===== src/rtl/trc_pkg.sv =====
package trc_pkg;

    localparam int WORD_W     = 32;
    localparam int TRB_WORDS  = 4;
    localparam int TRB_BYTES  = TRB_WORDS * (WORD_W / 8);
    localparam int TRB_BITS   = TRB_WORDS * WORD_W;
    localparam int ADDR_LSB   = $clog2(TRB_BYTES);
    localparam int CTL_WORD   = TRB_WORDS - 1;

    localparam int CYC_BIT    = 0;
    localparam int TOG_BIT    = 1;
    localparam int CHAIN_BIT  = 4;
    localparam int KIND_LSB   = 10;
    localparam int KIND_W     = 6;
    localparam logic [KIND_W-1:0] KIND_LINK = KIND_W'(6);

    typedef logic [WORD_W-1:0] word_t;
    typedef word_t [TRB_WORDS-1:0] trb_t;

    typedef enum logic [1:0] {
        ST_IDLE,
        ST_LAUNCH,
        ST_FETCH,
        ST_EMIT
    } cons_state_e;

    function automatic logic [KIND_W-1:0] trb_kind(trb_t t);
        return t[CTL_WORD][KIND_LSB +: KIND_W];
    endfunction

    function automatic logic trb_is_link(trb_t t);
        return trb_kind(t) == KIND_LINK;
    endfunction

    function automatic logic trb_owned(trb_t t, logic ccs);
        return t[CTL_WORD][CYC_BIT] == ccs;
    endfunction

    function automatic logic trb_chain(trb_t t);
        return t[CTL_WORD][CHAIN_BIT];
    endfunction

    function automatic logic trb_toggle(trb_t t);
        return t[CTL_WORD][TOG_BIT];
    endfunction

endpackage


===== src/rtl/trc_fetch.sv =====
module trc_fetch
    import trc_pkg::*;
#(
    parameter int ADDR_W = 32
) (
    input  logic              clk,
    input  logic              rst,
    input  logic              abort,
    input  logic              start,
    input  logic [ADDR_W-1:0] base_addr,
    output logic              mem_rd,
    output logic [ADDR_W-1:0] mem_addr,
    input  word_t             mem_rdata,
    output logic              done,
    output trb_t              trb
);
    localparam int CNT_W = $clog2(TRB_WORDS) + 1;
    localparam int IDX_W = $clog2(TRB_WORDS);

    logic              active_q;
    logic [CNT_W-1:0]  issue_q;
    logic [ADDR_W-1:0] base_q;
    logic              rsp_vld_q;
    logic [IDX_W-1:0]  rsp_idx_q;
    logic              done_q;
    word_t             words_q [TRB_WORDS];

    assign mem_rd   = active_q && (issue_q < CNT_W'(TRB_WORDS));
    assign mem_addr = base_q + ADDR_W'({issue_q, 2'b00});
    assign done     = done_q;

    always_ff @(posedge clk) begin
        if (rst || abort) begin
            active_q  <= 1'b0;
            issue_q   <= '0;
            base_q    <= '0;
            rsp_vld_q <= 1'b0;
            rsp_idx_q <= '0;
            done_q    <= 1'b0;
        end else begin
            rsp_vld_q <= mem_rd;
            rsp_idx_q <= issue_q[IDX_W-1:0];
            done_q    <= rsp_vld_q && (rsp_idx_q == IDX_W'(TRB_WORDS - 1));
            if (start) begin
                active_q <= 1'b1;
                issue_q  <= '0;
                base_q   <= base_addr;
            end else begin
                if (mem_rd) begin
                    issue_q <= issue_q + 1'b1;
                end
                if (rsp_vld_q && (rsp_idx_q == IDX_W'(TRB_WORDS - 1))) begin
                    active_q <= 1'b0;
                end
            end
        end
    end

    for (genvar g = 0; g < TRB_WORDS; g++) begin : g_word
        always_ff @(posedge clk) begin
            if (rst) begin
                words_q[g] <= '0;
            end else if (rsp_vld_q && (rsp_idx_q == IDX_W'(g))) begin
                words_q[g] <= mem_rdata;
            end
        end
        assign trb[g] = words_q[g];
    end

    AST_RD_STEP: assert property (@(posedge clk) disable iff (rst)
        (mem_rd && $past(mem_rd)) |-> (mem_addr == $past(mem_addr) + ADDR_W'(4)))
        else $error("consecutive word reads do not step by four");

endmodule


===== src/rtl/trc_ring_ptr.sv =====
module trc_ring_ptr
    import trc_pkg::*;
#(
    parameter int ADDR_W = 32
) (
    input  logic              clk,
    input  logic              rst,
    input  logic              load,
    input  logic [ADDR_W-1:0] load_addr,
    input  logic              load_cycle,
    input  logic              advance,
    input  logic              take_link,
    input  logic [ADDR_W-1:0] link_addr,
    input  logic              link_toggle,
    output logic [ADDR_W-1:0] deq_addr,
    output logic              cycle_state
);
    logic [ADDR_W-1:0] deq_q;
    logic              ccs_q;

    function automatic logic [ADDR_W-1:0] align_trb(logic [ADDR_W-1:0] a);
        return {a[ADDR_W-1:ADDR_LSB], ADDR_LSB'(0)};
    endfunction

    always_ff @(posedge clk) begin
        if (rst) begin
            deq_q <= '0;
            ccs_q <= 1'b1;
        end else if (load) begin
            deq_q <= align_trb(load_addr);
            ccs_q <= load_cycle;
        end else if (take_link) begin
            deq_q <= align_trb(link_addr);
            if (link_toggle) begin
                ccs_q <= ~ccs_q;
            end
        end else if (advance) begin
            deq_q <= deq_q + ADDR_W'(TRB_BYTES);
        end
    end

    assign deq_addr    = deq_q;
    assign cycle_state = ccs_q;

    AST_LOAD_TAKES: assert property (@(posedge clk) disable iff (rst)
        load |=> (deq_addr[ADDR_W-1:ADDR_LSB] == $past(load_addr[ADDR_W-1:ADDR_LSB])
                  && deq_addr[ADDR_LSB-1:0] == '0
                  && cycle_state == $past(load_cycle)))
        else $error("load not taken");

    AST_ADVANCE_STEP: assert property (@(posedge clk) disable iff (rst)
        (advance && !load && !take_link) |=>
            (deq_addr == $past(deq_addr) + ADDR_W'(TRB_BYTES) && $stable(cycle_state)))
        else $error("advance did not move by one descriptor");

    AST_LINK_CYCLE: assert property (@(posedge clk) disable iff (rst)
        (take_link && !load) |=> (cycle_state == ($past(cycle_state) ^ $past(link_toggle))))
        else $error("link cycle update wrong");

endmodule


===== src/rtl/trc_ring_consumer.sv =====
module trc_ring_consumer
    import trc_pkg::*;
#(
    parameter int ADDR_W = 32
) (
    input  logic                clk,
    input  logic                rst,
    input  logic                load,
    input  logic [ADDR_W-1:0]   load_addr,
    input  logic                load_cycle,
    input  logic                doorbell,
    output logic                mem_rd,
    output logic [ADDR_W-1:0]   mem_addr,
    input  logic [WORD_W-1:0]   mem_rdata,
    output logic                out_valid,
    input  logic                out_ready,
    output logic [TRB_BITS-1:0] out_trb,
    output logic                out_first,
    output logic                out_last,
    output logic [ADDR_W-1:0]   deq_addr,
    output logic                cycle_state
);
    cons_state_e state_q, state_d;
    logic        pend_q;
    logic        in_td_q;

    logic        fetch_start;
    logic        fetch_done;
    trb_t        trb;
    logic        advance;
    logic        take_link;
    logic [ADDR_W-1:0] link_addr;

    trc_fetch #(.ADDR_W(ADDR_W)) u_fetch (
        .clk       (clk),
        .rst       (rst),
        .abort     (load),
        .start     (fetch_start),
        .base_addr (deq_addr),
        .mem_rd    (mem_rd),
        .mem_addr  (mem_addr),
        .mem_rdata (mem_rdata),
        .done      (fetch_done),
        .trb       (trb)
    );

    assign link_addr = ADDR_W'({trb[1], trb[0]});

    trc_ring_ptr #(.ADDR_W(ADDR_W)) u_ptr (
        .clk         (clk),
        .rst         (rst),
        .load        (load),
        .load_addr   (load_addr),
        .load_cycle  (load_cycle),
        .advance     (advance),
        .take_link   (take_link),
        .link_addr   (link_addr),
        .link_toggle (trb_toggle(trb)),
        .deq_addr    (deq_addr),
        .cycle_state (cycle_state)
    );

    always_comb begin
        state_d     = state_q;
        fetch_start = 1'b0;
        advance     = 1'b0;
        take_link   = 1'b0;
        unique case (state_q)
            ST_IDLE: begin
                if (doorbell) begin
                    state_d = ST_LAUNCH;
                end
            end
            ST_LAUNCH: begin
                fetch_start = 1'b1;
                state_d     = ST_FETCH;
            end
            ST_FETCH: begin
                if (fetch_done) begin
                    if (!trb_owned(trb, cycle_state)) begin
                        state_d = (pend_q || doorbell) ? ST_LAUNCH : ST_IDLE;
                    end else if (trb_is_link(trb)) begin
                        take_link = 1'b1;
                        state_d   = ST_LAUNCH;
                    end else begin
                        state_d = ST_EMIT;
                    end
                end
            end
            ST_EMIT: begin
                if (out_ready) begin
                    advance = 1'b1;
                    state_d = ST_LAUNCH;
                end
            end
            default: state_d = ST_IDLE;
        endcase
    end

    always_ff @(posedge clk) begin
        if (rst || load) begin
            state_q <= ST_IDLE;
            pend_q  <= 1'b0;
            in_td_q <= 1'b0;
        end else begin
            state_q <= state_d;
            if (state_q == ST_LAUNCH) begin
                pend_q <= 1'b0;
            end else if (doorbell && state_q != ST_IDLE) begin
                pend_q <= 1'b1;
            end
            if (advance) begin
                in_td_q <= trb_chain(trb);
            end
        end
    end

    assign out_valid = (state_q == ST_EMIT);
    assign out_trb   = trb;
    assign out_first = !in_td_q;
    assign out_last  = !trb_chain(trb);

    AST_OUT_HOLD: assert property (@(posedge clk) disable iff (rst)
        (out_valid && !out_ready && !load) |=> (out_valid && $stable(out_trb)))
        else $error("descriptor changed while waiting for ready");

    AST_EMIT_OWNED: assert property (@(posedge clk) disable iff (rst)
        out_valid |-> (out_trb[WORD_W*CTL_WORD + CYC_BIT] == cycle_state))
        else $error("emitted descriptor not owned");

    AST_NO_LINK_OUT: assert property (@(posedge clk) disable iff (rst)
        out_valid |-> (out_trb[WORD_W*CTL_WORD + KIND_LSB +: KIND_W] != KIND_LINK))
        else $error("link descriptor emitted");

    AST_RESET_QUIET: assert property (@(posedge clk)
        $past(rst) |-> (!out_valid && !mem_rd))
        else $error("activity right after reset");

endmodule


===== config.mk =====
export PLATFORM = sky130hd
export DESIGN_NAME = trc_ring_consumer
export DESIGN_NICKNAME = d
export VERILOG_FILES = /design/src/rtl/trc_pkg.sv /design/src/rtl/trc_fetch.sv /design/src/rtl/trc_ring_ptr.sv /design/src/rtl/trc_ring_consumer.sv
export SDC_FILE = /design/constraint.sdc
export NUM_CORES = 1
export LEC_CHECK = 0
export ABC_AREA = 1
export CAP_MARGIN = 5
export CELL_PAD_IN_SITES_DETAIL_PLACEMENT = 0
export CELL_PAD_IN_SITES_GLOBAL_PLACEMENT = 2
export CORE_MARGIN = 2
export CORE_UTILIZATION = 28
export DETAILED_ROUTE_END_ITERATION = 16
export HOLD_SLACK_MARGIN = 0.1
export PLACE_DENSITY = 0.92
export SETUP_SLACK_MARGIN = 0.3
export SKIP_LAST_GASP = 1
export SLEW_MARGIN = 20
export SYNTH_ARGS = -nofsm -noshare
export SYNTH_HDL_FRONTEND = slang
export SYNTH_SLANG_ARGS = --single-unit

===== constraint.sdc =====
create_clock -name clk -period 4 [get_ports clk]
set_input_delay 0.8 -clock clk [delete_from_list [all_inputs] [get_ports clk]]
set_output_delay 0.8 -clock clk [all_outputs]
set_load 0.01 [all_outputs]

==> impl_metrics.tcl <==
set metrics [dict create \
    routedWlPerCell_um 16.9 \
    syn-cell-area_um2 9310 \
    total_power_mw 4.57 \
    ys_types 40 \
    synth-main-ff-cell "edfxtp_1" \
    final.period_utilization_pct 87.2 \
    ant_nets 0 \
    relSlewSlack_pct 39.8 \
    synth.avg_cell_area_um2 8.65 \
    reg2reg_slack_ns 1.37 \
    synth_edf_count 128 \
    path_buf_inv 1 \
    cts_resized 1 \
    nNetsFinal 1400 \
    tightest_slew_ns 0.900 \
    slowest_stage "clkdlybuf4s50_1" \
    crit_family "simple AND/OR/NAND/NOR gates" \
    reg2reg_depth 10 \
    fp.dieW_um 186 \
    initial_core_util_pct 28.5 \
    setup_viol 0 \
    grt_pass1_wl_um 45800 \
    drcViolationCount 0 \
    vias_per_cell 4.44 \
    setup_tns_ns 0 \
    insertion_delay_ns 0.44 \
    max_stage_delay_ns 0.54 \
    numCtsBuffers 17 \
    timing.rr.start "state_q[0]" \
    criticalPathCategory "reg2out" \
    cts.clk_slew.worst_paths_ns 0.07 \
    critPathLaunchType "flop" \
    min_to "in_td_q" \
    portBuffers 256 \
    period_needed_ns 3.49 \
    dr.pass1.iters 4 \
    gp_congestion 0.883 \
    crit_fanout 5 \
    cts_buffer_depth 2 \
    synth_cells 1077 \
    synth_warnings 0 \
    first_global_vias 7898 \
    pwr_density_cell_nw_per_um2 353 \
    worst_clock_skew_ns 0.0146 \
    drive_gt1_share_pct 6.07 \
    io_pins 267 \
    area_delta_synth_final_pct 39.0 \
    dr.first_iter.drc_count 519 \
    synth-seq-cells 197 \
    grt_max_degree 48 \
    required_ns 3.20 \
    rows 66 \
    worstPathCellList "ha_2 -> ha_1 -> nand3_2 -> nor2_4 -> nand2_1 -> nor2_4 -> nand2_2 -> nor2_4 -> nand2_1 -> xor2_1 -> clkdlybuf4s50_1" \
    postCtsHoldBufs 0 \
    holdPathStages 2 \
    fmax_mhz 287 \
    cp-end-kind "output port" \
    die_area_um2 34700 \
    hold_class "reg2reg" \
    synthArstFlopShare_pct 0 \
    p_leak_nw 5.03 \
    cp_common_cell "nor2_4" \
    status "finished, final reports clean" \
    worstHoldStart "in_td_q" \
    core-area_um2 32600 \
    cts_tree "built" \
    hold_viol 0 \
    timing.hold.ws_ns 0.459 \
    dpl.hpwl_um 22600 \
    worst_ir_drop_vdd_v 0.000299 \
    clock_sinks 197 \
    cts-root-buf "clkbuf_16" \
    grt.total_usage_pct 17.1 \
    antenna_found_initial 4 \
    htree_levels 4 \
    seq_area_frac_synth_pct 56.1 \
    wirelength_um 30200 \
    cts_setup_buffers 0 \
    max-cap-violations 0 \
    globalRoute.totalOverflow 0 \
    arrival_ns 2.69 \
    vias 7916 \
    die_h_um 186 \
    regToRegEndpoint "u_ptr.deq_addr[25]" \
    rsz0062_at_grt "no" \
    slew_violations 0 \
]
[cells in the mapped netlist, types with 2 or more instances]
library cell	n	area share (%)
o21bai_1	2	0.16
o31ai_1	3	0.24
dfxtp_1	69	15
xnor2_1	8	0.75
buf_1	3	0.12
nand2_4	2	0.24
nor2_4	6	0.73
buf_2	6	0.32
xor2_1	22	2.1
ha_1	8	1.1
nand2_1	195	7.9
buf_4	9	0.73
nand3_1	64	3.4
clkbuf_1	26	1.0
or2_2	4	0.27
nor3_1	11	0.59
o21ai_0	49	2.6
nand3_2	2	0.22
nor4_1	4	0.27
nor2_1	221	8.9
a21oi_1	68	3.7
and2_1	3	0.20
inv_1	123	5.0
nor2_2	6	0.40
nor3_2	2	0.22
nand4_1	15	1.0
edfxtp_1	128	41
nand2_2	3	0.20
buf_6	4	0.48
[worst max path at each step]
stage,startpoint,endpoint,slack (ns),cells after the start
after global routing,u_fetch.issue_q[2],mem_addr[26],0.33,8
after floorplan,u_fetch.rsp_idx_q[0],u_fetch.words_q[1][0],0.65,2
after global placement,u_fetch.issue_q[2],mem_addr[28],0.78,11
after detailed placement,u_fetch.issue_q[2],mem_addr[28],0.76,11
after CTS,u_fetch.issue_q[2],mem_addr[28],0.35,11
final,u_fetch.issue_q[2],mem_addr[20],0.51,11
[stage by stage]
stage / instance area [um^2] / std cells / util [%] / setup slack (ns)
floorplan: 9330 / 1082 / - / 0.648
global placement: 12300 / 1745 / 37.8 / 0.779
detailed placement: 12300 / 1745 / 37.8 / 0.762
CTS: 12900 / 1777 / 39.6 / 0.346
global route: 12900 / 1777 / 39.7 / 0.333
finish: 12900 / 1781 / 39.7 / 0.513
[report_power, final]
group	total (mW)	internal, mW	switching, mW
Sequential	2.30	2.23	0.0707
Clock	1.76	0.892	0.867
Combinational	0.511	0.244	0.267
[worst min-delay path, cell delays in order (launching register included)]
cell	delay, ns
dfxtp_1	0.30
inv_1	0.06
a21oi_1	0.06
[placed cells by master (no fill, tap or decap), types with 2 or more instances in the layout]
cell	count
inv_1	123
and2_1	3
nand2_4	2
nor3_2	2
nand2_1	194
nand3_2	2
clkbuf_16	17
nand4_1	15
o21ai_0	49
nand3_1	64
edfxtp_1	128
inv_8	4
xor2_1	22
clkinv_1	2
buf_4	13
nand2_2	4
clkinv_4	3
dfxtp_1	68
xnor2_1	8
conb_1	6
nor2_2	5
nor3_1	11
clkdlybuf4s50_1	255
o31ai_4	3
o21bai_1	2
nor2_4	7
a21oi_1	68
diode_2	4
nor2_1	221
nor4_1	4
ha_1	7
inv_6	4
or2_2	4
[sequential cells by signal, indices dropped and copies added (netlist names)]
signal / cells
u_ptr.cycle_state: 1
state_q: 2
u_fetch.words_q: 128
u_fetch.issue_q: 3
in_td_q: 1
pend_q: 1
u_fetch.active_q: 1
u_fetch.rsp_idx_q: 2
u_fetch.done: 1
u_ptr.deq_addr: 28
u_fetch.rsp_vld_q: 1
u_fetch.base_q: 28
[layout make-up]
class | instances | area (um^2)
Tap cell | 442 | 553
Clock buffer | 17 | 425
Fill cell | 3271 | 19700
Timing Repair Buffer | 269 | 2660
Antenna cell | 4 | 10.0
Sequential cell | 197 | 5230
Inverter | 126 | 475
Clock inverter | 15 | 164
Multi-Input combinational cell | 711 | 3430
[kinds of logic (layout without fill, tap and decap cells)]
group,Yosys count,after routing,synth area share [%]
DFF,197,197,56.1
adders and majority gates,8,8,1.08
other,1,10,0.0403
xor gates and xnor gates,31,31,3.00
and+or+nand+nor,542,542,25.1
buffers and inverters,174,427,7.81
AOI/OAI and AO/OA,124,124,6.84
[routing by layer]
metal | vias to the layer above | global-route usage, % | wire [um]
met4 | 0 | 5.05 | 550
met3 | 31 | 6.73 | 2580
met2 | 226 | 27.0 | 13600
met5 | - | 0 | 0
li1 | 3979 | - | -
met1 | 3680 | 21.6 | 13500
No activity file was read; power rests on OpenSTA's default activity.
